[src/rtl/bufpwm_pkg.sv]
package bufpwm_pkg;
  typedef enum logic [1:0] {
    ADDR_CYC  = 2'd0,
    ADDR_BUF  = 2'd1,
    ADDR_CTRL = 2'd2,
    ADDR_RSVD = 2'd3
  } reg_addr_e;

  localparam int CTL_RUN = 0;
  localparam int CTL_IE  = 1;
  localparam int CTL_CLR = 2;
  localparam int CTL_BITS = 3;
endpackage

[src/rtl/bufpwm_regs.sv]
module bufpwm_regs
  import bufpwm_pkg::*;
#(
  parameter int W = 16
) (
  input  logic         clk_i,
  input  logic         rst_ni,
  input  logic         wr_en_i,
  input  logic [1:0]   wr_addr_i,
  input  logic [W-1:0] wr_data_i,
  output logic [W-1:0] cyc_o,
  output logic [W-1:0] buf_o,
  output logic         run_o,
  output logic         ie_o,
  output logic         clr_o
);
  logic wr_cyc, wr_buf, wr_ctl;
  logic unused_bits;

  assign wr_cyc = wr_en_i && (wr_addr_i == ADDR_CYC);
  assign wr_buf = wr_en_i && (wr_addr_i == ADDR_BUF);
  assign wr_ctl = wr_en_i && (wr_addr_i == ADDR_CTRL);
  assign clr_o  = wr_ctl && wr_data_i[CTL_CLR];
  assign unused_bits = ^wr_data_i[W-1:CTL_BITS];

  always_ff @(posedge clk_i or negedge rst_ni) begin
    if (!rst_ni) begin
      cyc_o <= '0;
      buf_o <= '0;
      run_o <= 1'b0;
      ie_o  <= 1'b0;
    end else begin
      if (wr_cyc) cyc_o <= wr_data_i;
      if (wr_buf) buf_o <= wr_data_i;
      if (wr_ctl) begin
        run_o <= wr_data_i[CTL_RUN];
        ie_o  <= wr_data_i[CTL_IE];
      end
    end
  end
endmodule

[src/rtl/bufpwm_counter.sv]
module bufpwm_counter #(
  parameter int W = 16
) (
  input  logic         clk_i,
  input  logic         rst_ni,
  input  logic         run_i,
  input  logic [W-1:0] cyc_i,
  output logic [W-1:0] cnt_o,
  output logic         hit_o
);
  localparam logic [W-1:0] RELOAD = W'(1);

  assign hit_o = run_i && (cnt_o == cyc_i);

  always_ff @(posedge clk_i or negedge rst_ni) begin
    if (!rst_ni)       cnt_o <= RELOAD;
    else if (hit_o)    cnt_o <= RELOAD;
    else if (run_i)    cnt_o <= cnt_o + RELOAD;
  end
endmodule

[src/rtl/bufpwm_wave.sv]
module bufpwm_wave #(
  parameter int W = 16
) (
  input  logic         clk_i,
  input  logic         rst_ni,
  input  logic         run_i,
  input  logic         cyc_hit_i,
  input  logic [W-1:0] cnt_i,
  input  logic [W-1:0] buf_i,
  input  logic         clr_i,
  output logic [W-1:0] duty_o,
  output logic         pwm_o,
  output logic         flag_o
);
  logic duty_hit;

  // period set outranks duty clear
  assign duty_hit = run_i && !cyc_hit_i && (duty_o != '0) && (cnt_i == duty_o);

  always_ff @(posedge clk_i or negedge rst_ni) begin
    if (!rst_ni) begin
      duty_o <= '0;
      pwm_o  <= 1'b0;
    end else if (cyc_hit_i) begin
      duty_o <= buf_i;
      pwm_o  <= (buf_i != '0);
    end else if (duty_hit) begin
      pwm_o  <= 1'b0;
    end
  end

  always_ff @(posedge clk_i or negedge rst_ni) begin
    if (!rst_ni)        flag_o <= 1'b0;
    else if (cyc_hit_i) flag_o <= 1'b1;
    else if (clr_i)     flag_o <= 1'b0;
  end
endmodule

[src/rtl/bufpwm.sv]
module bufpwm #(
  parameter int W = 16
) (
  input  logic         clk_i,
  input  logic         rst_ni,
  input  logic         wr_en_i,
  input  logic [1:0]   wr_addr_i,
  input  logic [W-1:0] wr_data_i,
  output logic         pwm_o,
  output logic         irq_o,
  output logic [W-1:0] cnt_o
);
  logic [W-1:0] cyc_q, buf_q, duty_q;
  logic         run_q, ie_q, clr, cyc_hit, flag_q;

  bufpwm_regs #(.W(W)) u_regs (
    .clk_i, .rst_ni, .wr_en_i, .wr_addr_i, .wr_data_i,
    .cyc_o(cyc_q), .buf_o(buf_q), .run_o(run_q), .ie_o(ie_q), .clr_o(clr)
  );

  bufpwm_counter #(.W(W)) u_cnt (
    .clk_i, .rst_ni, .run_i(run_q), .cyc_i(cyc_q), .cnt_o(cnt_o), .hit_o(cyc_hit)
  );

  bufpwm_wave #(.W(W)) u_wave (
    .clk_i, .rst_ni, .run_i(run_q), .cyc_hit_i(cyc_hit), .cnt_i(cnt_o),
    .buf_i(buf_q), .clr_i(clr), .duty_o(duty_q), .pwm_o(pwm_o), .flag_o(flag_q)
  );

  assign irq_o = flag_q && ie_q;
endmodule

[config.mk]
export PLATFORM = sky130hd
export DESIGN_NAME = bufpwm
export DESIGN_NICKNAME = d
export VERILOG_FILES = /design/src/rtl/bufpwm_pkg.sv /design/src/rtl/bufpwm_regs.sv /design/src/rtl/bufpwm_counter.sv /design/src/rtl/bufpwm_wave.sv /design/src/rtl/bufpwm.sv
export SDC_FILE = /design/constraint.sdc
export NUM_CORES = 1
export LEC_CHECK = 0
export BUFFER_PORTS_ARGS = -buffer_cell sky130_fd_sc_hd__clkbuf_2
export CORE_MARGIN = 2
export CORE_UTILIZATION = 30
export DETAILED_ROUTE_END_ITERATION = 10
export HOLD_SLACK_MARGIN = 0.06
export PLACE_DENSITY_LB_ADDON = 0.25
export SLEW_MARGIN = 20
export SYNTH_ARGS = -nofsm -noshare
export SYNTH_HDL_FRONTEND = slang
export SYNTH_SLANG_ARGS = --single-unit
[constraint.sdc]
create_clock -name clk_i -period 5.2 [get_ports clk_i]
set_input_delay 1.04 -clock clk_i [delete_from_list [all_inputs] [get_ports clk_i]]
set_output_delay 1.04 -clock clk_i [all_outputs]
set_load 0.03 [all_outputs]
==> results of run 1 <==
==> area by class of cell <==
| type | instances | share of cell area, % |
|---|---|---|
| Multi-Input combinational cell | 174 | 38.3 |
| Timing Repair Buffer | 41 | 5.62 |
| Tap cell | 140 | 4.63 |
| Clock inverter | 4 | 1.92 |
| Clock buffer | 12 | 3.83 |
| Inverter | 7 | 0.694 |
| Sequential cell | 68 | 45.0 |
==> cell families after synthesis <==
| family | after synthesis |
|---|---|
| compound gates | 12 |
| buf+inv | 21 |
| fa+ha+maj | 1 |
| xor+xnor | 43 |
| flops | 68 |
| mux | 49 |
| simple gates | 69 |
==> synthesized netlist by cell type, drive strengths merged <==
cell    number  area share, %
dfrtp       67             51
mux2        49             18
xnor2       27            7.9
nor2        20            2.3
xor2        16            4.3
nand4       14            2.9
nor4        11            2.6
buf          8            2.4
nand2        8           0.92
inv          7           0.80
clkbuf       6           0.69
o21ai        6           0.92
nand3        4           0.61
nor3         4           0.61
a21o         3           0.69
and2         2           0.38
nand3b       2           0.46
a31oi        1           0.19
and3         1           0.19
and4bb       1           0.38
dfstp        1           0.80
ha           1           0.38
nand2b       1           0.19
nor3b        1           0.23
o22ai        1           0.19
o31ai        1           0.23
==> where the power goes <==
group | switching [uW] | leakage [uW] | internal [uW]
clock network | 198 | 0.000107 | 283
registers | 110 | 0.000858 | 608
logic | 164 | 0.000764 | 153
==> worst paths after layout <==
path / slack (ns) / endpoint / cells past startpoint / start
max reg2reg: 2.47 / u_wave.duty_o[5]$_DFFE_PN0P_ / 6 / u_cnt.cnt_o[0]$_DFFE_PN1P_
max in group asynchronous: 3.74 / u_regs.cyc_o[8]$_DFFE_PN0P_ / 2 / rst_ni
min in group asynchronous: 0.88 / u_regs.cyc_o[9]$_DFFE_PN0P_ / 2 / rst_ni
min: 0.50 / u_regs.ie_o$_DFFE_PN0P_ / 1 / u_regs.ie_o$_DFFE_PN0P_
min reg2reg: 0.50 / u_regs.ie_o$_DFFE_PN0P_ / 1 / u_regs.ie_o$_DFFE_PN0P_
max: 2.47 / u_wave.duty_o[5]$_DFFE_PN0P_ / 6 / u_cnt.cnt_o[0]$_DFFE_PN1P_
==> layer usage <==
| layer | share of wire (%) | global-route usage [%] | up-vias | wire length, um |
|---|---|---|---|---|
| li1 | - | - | 989 | - |
| met1 | 50 | 19.1 | 1021 | 3550 |
| met2 | 44 | 20.1 | 43 | 3180 |
| met3 | 4.7 | 3.92 | 7 | 338 |
| met4 | 1.2 | 4.40 | 0 | 86 |
| met5 | 0 | 0 | - | 0 |
==> critical path: stages, from the launching register on <==
cell,delay [ns]
dfstp_2,0.61
xnor2_1,0.14
nand4_1,0.16
nor4_4,0.53
and2_1,0.44
buf_4,0.36
mux2_2,0.37
==> sequential cells by signal, indices dropped and copies added (netlist names) <==
name,count
u_cnt.cnt_o,16
u_regs.buf_o,16
u_regs.cyc_o,16
u_wave.duty_o,16
u_regs.ie_o,1
u_regs.run_o,1
u_wave.flag_o,1
u_wave.pwm_o,1
==> per-stage QoR <==
step | power, uW | worst slack (ns) | instances | cell area, um2
2_1_floorplan | 952 | 2.79 | 263 | 3280
3_3_place_gp | 1050 | 2.49 | 430 | 3570
3_5_place_dp | 1050 | 2.46 | 430 | 3570
4_1_cts | 1540 | 2.45 | 446 | 3780
5_1_grt | 1610 | 2.26 | 446 | 3780
6_report | 1520 | 2.47 | 446 | 3780
==> reports/metrics.cfg, run 1 <==
[run_status]
status=finished, final reports clean

[detailed_routing]
first_pass_iters=4
wl_um=7160
first_iter_violations=47
wire_per_inst_um=16.0
drc=0
vias=2060
postRouteAntennaNets=0
vias_per_cell=4.62

[setup_path]
arrival_ns=2.95
crit_path_end_kind=flop
critPathKind=flop to flop
worstSetupStartpointType=flop
crit_required_ns=5.43
crit_path_max_fanout=18

[synthesis]
synth_simple_gate_area_share_pct=11.7
synthDistinctLibCells=32
yosysWarnings=0
synth_fa_ha_area_share_pct=0.382
synth_top_family_by_area=multiplexers
synth_mux_area_share_pct=17.6
netlist_area_mm2=0.00328
synth-compound-area-share_pct=2.21
syn_area_per_cell_um2=12.5
ys_seq_area_share_pct=52.0
synth_cells=263
synth_xor_area_share_pct=12.2
synth-seq-cells=68
syn_nets=285

[cts]
cts_resized=0
post-cts-setup-buffers=0
cts_root_buf=clkbuf_8
clock_latency_ns=0.34
htreeDepth=3
cts.path.max_buffers=2
clk_pin_slew_ns=0.07
numClockSinks=68
numCtsBuffers=9
cts_hold_buffers=0
cts_tree=done

[hold_path]
hp-class=flop to flop

[place]
portBuffers=38
routabilityCongestion=0.760
dpl.hpwl_um=5270

[layout]
num-fill-cells=1103
finalNetCount=323
final_common_cell=dfrtp_1
antennaDiodeCount=0
regArea_mm2=0.00170
final_cell_mix=dfrtp_1, mux2_2, clkbuf_2, xnor2_1, nor2_1
multiInputGateArea_mm2=0.00145
syn2layout_area_growth_pct=15.5
drive_above_1_share_pct=36.6
utilization_pct=35.2

[global_route]
grt_overflow_total=0
antenna_found_initial=0
grt_pass1_vias=2119
grt_pass1_wl_um=11700
grt.total_usage_pct=13.6
grt_max_degree=69

[timing]
skew_ns=0.00914
worst_slew_pin_slew_ns=0.889
timing.setup.tns_ns=0
drv_slew=0
layout_worst_path_cycle_share_pct=52.4
hold_slack_ns=0.503
max_freq_mhz=367
relSlewSlack_pct=40.5
rsz0062_at_grt=no
setup_violations=0
period_needed_ns=2.73
hold_viol_final=0

[power_and_ir_drop]
pwr_density_cell_mw_per_mm2=401
leakage_uw=0.00173
vdd_ir_drop_max_mv=0.141

[job]
drv_cap=0

[floorplanning]
initial_core_util_pct=30.5
rows=38
pin_count=39
die_w_um=109
die_h_um=109
core_area_mm2=0.0107
dieArea_mm2=0.0118

Note: power is estimated with default switching activity, not from simulation.
==> run 2, diff against run 1 <==
==> constraint.sdc (replaced) <==
create_clock -name clk_i -period 2.85 [get_ports clk_i]
set_input_delay 0.57 -clock clk_i [delete_from_list [all_inputs] [get_ports clk_i]]
set_output_delay 0.57 -clock clk_i [all_outputs]
set_load 0.03 [all_outputs]
==> reports/metrics.cfg, run 2 (same netlist as run 1, synthesis figures left out) <==
[layout]
multiInputGateArea_mm2=0.00145
finalNetCount=326
antennaDiodeCount=0
drive_above_1_share_pct=37.9
final_common_cell=dfrtp_1
instances_no_fill=449
final_cell_mix=dfrtp_1, mux2_2, clkbuf_2, xnor2_1, nor2_1
num-fill-cells=1098
regArea_mm2=0.00170
syn2layout_area_growth_pct=16.8

[detailed_routing]
first_pass_iters=4
postRouteAntennaNets=0
wire_per_inst_um=16.3
wl_um=7330
first_iter_violations=52
drc=0
vias=2069
vias_per_cell=4.61

[timing]
worst_slew_pin_slew_ns=0.555
hold_viol_final=0
layout_worst_path_cycle_share_pct=73.3
drv_slew=0
timing.setup.tns_ns=0
setup_violations=0
skew_ns=0.00705
period_needed_ns=2.09
rsz0062_at_grt=no
relSlewSlack_pct=62.7
max_freq_mhz=479

[global_route]
grt_pass1_wl_um=12100
grt_max_degree=69
grt_overflow_total=0
grt_pass1_vias=2174
grt.total_usage_pct=13.9
antenna_found_initial=0

[hold_path]
hp-class=primary input to async pin

[place]
portBuffers=38
dpl.hpwl_um=5360
routabilityCongestion=0.792
dp.cells=433

[floorplanning]
rows=38
die_w_um=109
core_area_mm2=0.0107
dieArea_mm2=0.0118
die_h_um=109
pin_count=39
initial_core_util_pct=30.5

[setup_path]
crit_required_ns=3.08
rrSetupSlack_ns=0.76
r2r_start=u_cnt.cnt_o[0]$_DFFE_PN1P_
crit_path_max_fanout=13
critPathKind=flop to flop
arrival_ns=2.32
r2r_cells=6
worstSetupStartpointType=flop
crit_path_end_kind=flop
r2r-end=u_wave.duty_o[15]$_DFFE_PN0P_

[cts]
post-cts-setup-buffers=0
clock_latency_ns=0.34
cts_resized=0
cts.path.max_buffers=2
cts_hold_buffers=0
cts_root_buf=clkbuf_8
numCtsBuffers=9
clk_pin_slew_ns=0.07
cts_tree=done
htreeDepth=3
numClockSinks=68

[run_status]
status=finished, final reports clean

[power_and_ir_drop]
pwr_density_cell_mw_per_mm2=729
leakage_uw=0.00176
vdd_ir_drop_max_mv=0.281

[job]
drv_cap=0

## run 2: cell count changes in the layout (fill, tap and decap cells not counted)
cell      change
inv_6         +1
buf_4         +2
clkbuf_1      -2
buf_12        +1
clkinv_2      +1
## run 2: how the worst max path moves through the flow
| stage | from | endpoint | cells after the start | slack (ns) |
|---|---|---|---|---|
| after floorplan | u_cnt.cnt_o[6]$_DFFE_PN0P_ | u_wave.duty_o[10]$_DFFE_PN0P_ | 8 | 0.55 |
| after global placement | u_cnt.cnt_o[1]$_DFFE_PN0P_ | u_wave.duty_o[15]$_DFFE_PN0P_ | 6 | 0.82 |
| after detailed placement | u_cnt.cnt_o[0]$_DFFE_PN1P_ | u_wave.duty_o[15]$_DFFE_PN0P_ | 6 | 0.78 |
| after CTS | u_cnt.cnt_o[0]$_DFFE_PN1P_ | u_wave.duty_o[15]$_DFFE_PN0P_ | 6 | 0.77 |
| after global routing | u_cnt.cnt_o[0]$_DFFE_PN1P_ | u_wave.duty_o[0]$_DFFE_PN0P_ | 6 | 0.62 |
| final | u_cnt.cnt_o[0]$_DFFE_PN1P_ | u_wave.duty_o[15]$_DFFE_PN0P_ | 6 | 0.76 |
## run 2: cell type report
class / count / area share (%)
well taps: 140 / 4.58
multi-input cells: 174 / 37.9
clock inverters: 6 / 2.26
inverters: 7 / 0.687
repair buffers: 44 / 6.47
flip-flops and latches: 68 / 44.5
clock buffers: 10 / 3.60
## run 2: where the power goes
part	internal (uW)	switching, uW	total (uW)
combinational	282	304	586
sequential	1110	204	1310
clock	516	373	890
total	1910	881	2790
## run 2: metrics by stage
step | total power (uW) | cell area [um2] | utilization, % | hold WS, ns | setup slack, ns
floorplan | 1740 | 3280 | - | 0.274 | 0.551
global placement | 1920 | 3600 | 33.5 | 0.484 | 0.820
detailed placement | 1930 | 3600 | 33.5 | 0.498 | 0.781
CTS | 2830 | 3830 | 35.6 | 0.256 | 0.769
global route | 2960 | 3830 | 35.6 | 0.250 | 0.624
finish | 2790 | 3830 | 35.6 | 0.222 | 0.762
## run 2: critical path, stage by stage (launching register included)
cell and delay (ns):
dfstp_2 0.61, xnor2_1 0.14, nand4_1 0.16, nor4_4 0.29, and2_1 0.18, buf_4 0.23
mux2_2 0.36
## run 2: routing by layer
metal	global-route usage, %	routed length [um]
met1	19.6	3660
met2	20.8	3290
met3	4.22	285
met4	3.30	92
met5	0	0
